<file path="config.mk">
export PLATFORM = sky130hd
export DESIGN_NAME = pin_formatter
export DESIGN_NICKNAME = d
export VERILOG_FILES = /design/src/rtl/pf_pkg.sv /design/src/rtl/pf_tick_counter.sv /design/src/rtl/pf_vector_latch.sv /design/src/rtl/pf_wave_gen.sv /design/src/rtl/pin_formatter.sv
export SDC_FILE = /design/constraint.sdc
export NUM_CORES = 1
export LEC_CHECK = 0
export BUFFER_PORTS_ARGS = -buffer_cell sky130_fd_sc_hd__buf_2
export CAP_MARGIN = 20
export CORE_MARGIN = 2
export CORE_UTILIZATION = 54
export CTS_CLUSTER_DIAMETER = 200
export DETAILED_ROUTE_END_ITERATION = 10
export PLACE_DENSITY = 0.76
export REMOVE_ABC_BUFFERS = 1
export SETUP_SLACK_MARGIN = 0.3
export SLEW_MARGIN = 20
export SYNTH_ARGS = -nofsm -noshare
export SYNTH_HDL_FRONTEND = slang
export SYNTH_SLANG_ARGS = --single-unit
</file>
<file path="constraint.sdc">
create_clock -name clk -period 4.9 [get_ports clk]
set_clock_uncertainty 0.15 [all_clocks]
set_input_delay 0.98 -clock clk [delete_from_list [all_inputs] [get_ports clk]]
set_output_delay 0.98 -clock clk [all_outputs]
set_load 0.03 [all_outputs]
</file>
<file path="src/rtl/pf_pkg.sv">
// Package: shared encodings for the pin stimulus formatter.
// Assumes two-bit symbols and three-bit format codes.
package pf_pkg;
    typedef enum logic [2:0] {
        FMT_NRZ  = 3'd0,
        FMT_DNRZ = 3'd1,
        FMT_RZ   = 3'd2,
        FMT_RO   = 3'd3,
        FMT_RINH = 3'd4
    } fmt_e;

    localparam logic [1:0] SYM_D0 = 2'b00;
    localparam logic [1:0] SYM_D1 = 2'b01;
    localparam logic [1:0] SYM_Z  = 2'b10;
endpackage

</file>
<file path="src/rtl/pf_tick_counter.sv">
// Tick counter: counts clock ticks since the last cycle start strobe.
// Assumes the strobe restarts the count at 0. The count saturates at its
// maximum, so it never wraps into an early edge.
module pf_tick_counter #(
    parameter int TICK_W = 8
) (
    input  logic              clk,
    input  logic              rst_n,
    input  logic              start_i,
    output logic [TICK_W-1:0] tick_o
);
    localparam logic [TICK_W-1:0] TICK_MAX = {TICK_W{1'b1}};

    // Purpose: restart on strobe, otherwise count up and saturate.
    always_ff @(posedge clk) begin
        if (!rst_n)
            tick_o <= TICK_MAX;
        else if (start_i)
            tick_o <= '0;
        else if (tick_o != TICK_MAX)
            tick_o <= tick_o + 1'b1;
    end
endmodule

</file>
<file path="src/rtl/pf_vector_latch.sv">
// Vector latch: captures the symbol, format and effective delays at each
// strobe. It also records the output present at the strobe as the carried
// state. Assumes reset marks a run start, with the driver released.
module pf_vector_latch #(
    parameter int TICK_W = 8
) (
    input  logic              clk,
    input  logic              rst_n,
    input  logic              start_i,
    input  logic [1:0]        sym_i,
    input  logic [2:0]        fmt_i,
    input  logic [TICK_W-1:0] lead_i,
    input  logic [TICK_W-1:0] trail_i,
    input  logic [TICK_W-1:0] inh_i,
    input  logic              cur_data_i,
    input  logic              cur_oe_i,
    output logic              is_z_o,
    output logic              bit_o,
    output pf_pkg::fmt_e      fmt_o,
    output logic [TICK_W-1:0] lead_o,
    output logic [TICK_W-1:0] trail_o,
    output logic [TICK_W-1:0] inh_o,
    output logic              held_data_o,
    output logic              held_oe_o
);
    import pf_pkg::*;

    fmt_e              fmt_n;
    logic [TICK_W-1:0] lead_n;
    logic [TICK_W-1:0] inh_n;

    // Purpose: fold unused codes to NRZ, zero the NRZ lead, tie the inhibit to the lead for return-to-inhibit.
    always_comb begin
        case (fmt_i)
            3'd1:    fmt_n = FMT_DNRZ;
            3'd2:    fmt_n = FMT_RZ;
            3'd3:    fmt_n = FMT_RO;
            3'd4:    fmt_n = FMT_RINH;
            default: fmt_n = FMT_NRZ;
        endcase
        lead_n = (fmt_n == FMT_NRZ) ? '0 : lead_i;
        inh_n  = (fmt_n == FMT_RINH) ? lead_n : inh_i;
    end

    // Purpose: latch vector settings and carried output at each strobe.
    always_ff @(posedge clk) begin
        if (!rst_n) begin
            is_z_o      <= 1'b1;
            bit_o       <= 1'b0;
            fmt_o       <= FMT_NRZ;
            lead_o      <= '0;
            trail_o     <= '0;
            inh_o       <= '0;
            held_data_o <= 1'b0;
            held_oe_o   <= 1'b0;
        end else if (start_i) begin
            is_z_o      <= sym_i[1];
            bit_o       <= sym_i[0];
            fmt_o       <= fmt_n;
            lead_o      <= lead_n;
            trail_o     <= trail_i;
            inh_o       <= inh_n;
            held_data_o <= cur_data_i;
            held_oe_o   <= cur_oe_i;
        end
    end
endmodule

</file>
<file path="src/rtl/pf_wave_gen.sv">
// Wave generator: turns the latched vector and the tick count into pin
// data and enable. It is purely combinational. Assumes the latched delays
// are already effective values.
module pf_wave_gen #(
    parameter int TICK_W = 8
) (
    input  logic              is_z_i,
    input  logic              bit_i,
    input  pf_pkg::fmt_e      fmt_i,
    input  logic [TICK_W-1:0] lead_i,
    input  logic [TICK_W-1:0] trail_i,
    input  logic [TICK_W-1:0] inh_i,
    input  logic [TICK_W-1:0] tick_i,
    input  logic              held_data_i,
    input  logic              held_oe_i,
    output logic              data_o,
    output logic              oe_o
);
    import pf_pkg::*;

    logic is_return;
    logic ret_on;

    // Purpose: choose the output phase (held, drive or return) for the current tick.
    always_comb begin
        is_return = (fmt_i == FMT_RZ) || (fmt_i == FMT_RO) || (fmt_i == FMT_RINH);
        ret_on    = is_return && (trail_i > lead_i) && (tick_i >= trail_i);
        data_o    = held_data_i;
        oe_o      = held_oe_i;
        if (is_z_i) begin
            if (tick_i >= inh_i)
                oe_o = 1'b0;
        end else if (tick_i >= lead_i) begin
            data_o = bit_i;
            oe_o   = 1'b1;
            if (ret_on) begin
                case (fmt_i)
                    FMT_RZ:  data_o = 1'b0;
                    FMT_RO:  data_o = 1'b1;
                    default: oe_o   = 1'b0;
                endcase
            end
        end
    end
endmodule

</file>
<file path="src/rtl/pin_formatter.sv">
// Pin formatter top: one tester channel's stimulus shaper. The outputs
// follow the tick counter combinationally, so an edge with delay d shows
// at tick d. Assumes every input is stable at the strobe edge.
module pin_formatter #(
    parameter int TICK_W = 8
) (
    input  logic              clk,
    input  logic              rst_n,
    input  logic              cyc_start_i,
    input  logic [1:0]        vec_sym_i,
    input  logic [2:0]        fmt_i,
    input  logic [TICK_W-1:0] dly_lead_i,
    input  logic [TICK_W-1:0] dly_trail_i,
    input  logic [TICK_W-1:0] dly_inh_i,
    output logic              pin_data_o,
    output logic              pin_oe_o
);
    logic [TICK_W-1:0] tick;
    logic              v_is_z, v_bit, held_data, held_oe;
    pf_pkg::fmt_e      v_fmt;
    logic [TICK_W-1:0] v_lead, v_trail, v_inh;

    pf_tick_counter #(.TICK_W(TICK_W)) u_cnt (
        .clk(clk), .rst_n(rst_n), .start_i(cyc_start_i), .tick_o(tick)
    );

    pf_vector_latch #(.TICK_W(TICK_W)) u_latch (
        .clk(clk), .rst_n(rst_n), .start_i(cyc_start_i),
        .sym_i(vec_sym_i), .fmt_i(fmt_i),
        .lead_i(dly_lead_i), .trail_i(dly_trail_i), .inh_i(dly_inh_i),
        .cur_data_i(pin_data_o), .cur_oe_i(pin_oe_o),
        .is_z_o(v_is_z), .bit_o(v_bit), .fmt_o(v_fmt),
        .lead_o(v_lead), .trail_o(v_trail), .inh_o(v_inh),
        .held_data_o(held_data), .held_oe_o(held_oe)
    );

    pf_wave_gen #(.TICK_W(TICK_W)) u_wave (
        .is_z_i(v_is_z), .bit_i(v_bit), .fmt_i(v_fmt),
        .lead_i(v_lead), .trail_i(v_trail), .inh_i(v_inh),
        .tick_i(tick), .held_data_i(held_data), .held_oe_i(held_oe),
        .data_o(pin_data_o), .oe_o(pin_oe_o)
    );
endmodule

</file>
==> results.md <==
- Status: complete, no violations
- Final instance area: 2663 um2
- Main combinational cell family by area after synthesis: compound AO/OA/AOI/OAI gates
- Placer Congestion: 0.8455
- Fin crit share: 0.7636
- N_diodes: 0
- Simple-Gate Fraction of Synth Area: 0.1573
- Largest net degree at the start of global routing: 53
- Port Buffer Count: 33
- Die Width: 70.60 um
- Hold Fails Final Rpt: 0
- Crit path kind: flip-flop to primary output
- Final nets: 355
- Critical path fanouts, max: 4
- Vias/cell: 5.606
- CORE AREA: 4324 um2
- Buffer count from post-CTS setup fixing: 0
- Post-Route Setup TNS: 0 ns
- Clock root buffer: clkbuf_8
- Antenna violations before repair: 0
- Clk buf depth: 2
- Max Cap Viol: 0
- CP arrival: 2.61 ns
- Area share of fa/ha/maj cells after synthesis: 0.1724
- Clock slew at reported path FFs: 0.07 ns
- Global-route wire length before repair: 8010 um
- EDFF count, synth: 0
- CP startpoint: u_cnt.tick_o[0]
- Least-Margin Pin Slew: 0.9390 ns
- Fraction of registers with async set or reset after synthesis: 0
- Largest area contributor in the netlist: dfxtp_1
- Row cnt: 24
- Share of layout cells above drive strength 1: 0.1478
- Cell Area, Synth: 2395 um2
- Worst Setup End Kind: primary output
- Utilization after layout: 0.6157
- Xor/xnor share of the synthesized area: 0.01463
- Ranking of synthesized cells by area: dfxtp_1 33%, ha_1 17%, mux2i_1 8.8%
- Critical R2R Launch: u_cnt.tick_o[0]
- CTS tree: done
- Synthesis-to-layout area growth: 11.18%
- DRT Pass-1 Iters: 4
- Die area: 4984 um2
- Setup crit end: pin_data_o
- Vias in the first global route: 1,822
- Most used DFF post-synth: dfxtp_1
- Minimum clock period: 3.742 ns
- Mux cell area share after synthesis: 0.08777
- Fillcell total: 398
- Worst slack at placement: 1.490 ns
- RR Endpoint: u_latch.held_data_o
- Post-CTS sizing: 0
- Count leader, synth: dfxtp_1
- WL/cell: 13.94 um
- Total wire length: 4780 um
- P per Cell Area: 275.5 nW/um2
- Clk Latency, worst-skew pair: 0.30 ns
- Worst slew margin: 0.3740
- Fin. max-slew vios: 0
- Num CTS Buffers: 5
- Warnings from Yosys: 0
- Post-route ant nets: 0
- Unrepaired setup endpoints after global routing: false
- PnR worst setup slack: 1.158 ns
- Worst Reg-to-Reg Cells: 8
- First DRT Iteration DRCs: 85
- Synth Area in Compound Gates: 0.1829
- Crit start category: flip-flop
- Clk sink count: 39
- Post-route DRC: 0
- Routed vias: 1,923
- CP required: 3.77 ns
- Final Setup Violations: 0
- Total Routing Usage GR: 0.2021
- Beginning of the worst hold path: u_latch.inh_o[4]
- #FFs+latches synth: 39
- Synth cell types: 41
- Chip Height: 70.60 um
- Maximum vdd drop: 212.9 uV
- Crit path depth: 9
- Worst Hold Class: flip-flop to flip-flop
- Initial Utilization: 0.5538
- Final Total Pwr: 0.0007334 W
- Seq/Total Area, Yosys: 0.3260
- Share of the synthesized area in the top cell type: 0.3260
- Critical path's largest stage delay: 0.39 ns
- HPWL after DPL: 3450 um
- H-tree levels: 2
- Cts hold-fix bufs: 0
- Grt ovf: 0
- Synthesized instance count: 261
- Boundary pin count: 34
- CP Cell Sequence: inv_1, ha_1, nand2b_4, a2111o_1, a311o_1, o2111ai_2, mux2i_1, a31oi_1, buf_2
- Avg Synthesized Cell Area: 9.175 um2
- Post-synth top cells: 39 x dfxtp_1, 33 x ha_1, 26 x inv_1
- Placed Area: 2581 um2
- P_leak: 1.242 nW
- Crit path buffers/inverters: 2
- CP max-delay cell: a2111o_1
- R2r setup slk: 2.52 ns
- Cell family with most CP delay: compound AO/OA/AOI/OAI gates
- Fmax: 267.2 MHz
==> how the worst min path moves through the flow <==
stage | cells after the start | endpoint | slack, ns
floorplan | 1 | u_latch.inh_o[1] | 0.30
global placement | 1 | u_latch.inh_o[1] | 0.31
detailed placement | 1 | u_latch.inh_o[3] | 0.32
CTS | 1 | u_latch.inh_o[3] | 0.34
global route | 1 | u_latch.inh_o[4] | 0.35
finish | 1 | u_latch.inh_o[4] | 0.34
==> metrics by stage <==
step	std cells	hold slack, ns
2_1_floorplan	250	0.3039
3_3_place_gp	335	0.3124
3_5_place_dp	335	0.3218
4_1_cts	343	0.3391
5_1_grt	343	0.3543
6_report	343	0.3386
==> sequential cells by signal, summed over array words and instances (netlist names) <==
name,count
u_latch.is_z_o,1
u_latch.inh_o,8
u_latch.lead_o,8
u_latch.held_data_o,1
u_cnt.tick_o,8
u_latch.bit_o,1
u_latch.trail_o,8
u_latch.fmt_o,3
u_latch.held_oe_o,1
==> area by class of cell <==
| type | count | area, um2 | share of cell area |
|---|---|---|---|
| Multi-Input combinational cell | 185 | 1473 | 0.5531 |
| Sequential cell | 39 | 780.7 | 0.2932 |
| Timing Repair Buffer | 33 | 165.2 | 0.06203 |
| Inverter | 26 | 97.59 | 0.03665 |
| Clock buffer | 7 | 76.32 | 0.02867 |
| Tap cell | 52 | 65.06 | 0.02444 |
| Clock inverter | 1 | 5.005 | 0.001880 |
==> report_power, final <==
part / switching [W] / internal [W] / leakage (nW)
clock: 0.000112 / 0.0000999 / 0.0422
sequential: 0.0000205 / 0.000337 / 0.323
combinational: 0.0000843 / 0.0000789 / 0.878
==> worst register-to-register path, delay by kind of cell, from the launching register on <==
family	cells	cell delay [ns]
and+or+nand+nor	2	0.39
DFF	1	0.38
buffers and inverters	1	0.10
AOI/OAI and AO/OA	4	0.97
adders and majority gates	1	0.29
==> kinds of logic (layout without fill, tap and decap cells) <==
group           Yosys count  in the layout
flops                    39             39
xor+xnor                  4              4
compound gates           59             59
simple gates             68             68
fa+ha+maj                33             33
buf+inv                  37             67
mux                      21             21
==> routing by layer <==
metal | vias to the layer above | wire length [um] | track usage
li1 | 992 | - | -
met2 | 41 | 2200 | 0.3291
met4 | 0 | 70 | 0.06499
met1 | 884 | 2346 | 0.2596
met5 | - | 0 | 0
met3 | 6 | 162 | 0.05983
==> placed cells by master, fill, tap and decap left out, drive strengths merged, types with 7 or more instances in the layout <==
master	instances
mux2i	21
nand2	17
nor2b	20
and3	7
a21oi	8
ha	33
o211a	8
a2bb2oi	7
inv	26
o21ai	12
buf	33
dfxtp	39
clkbuf	7
Power figures use the tool's default switching activity.
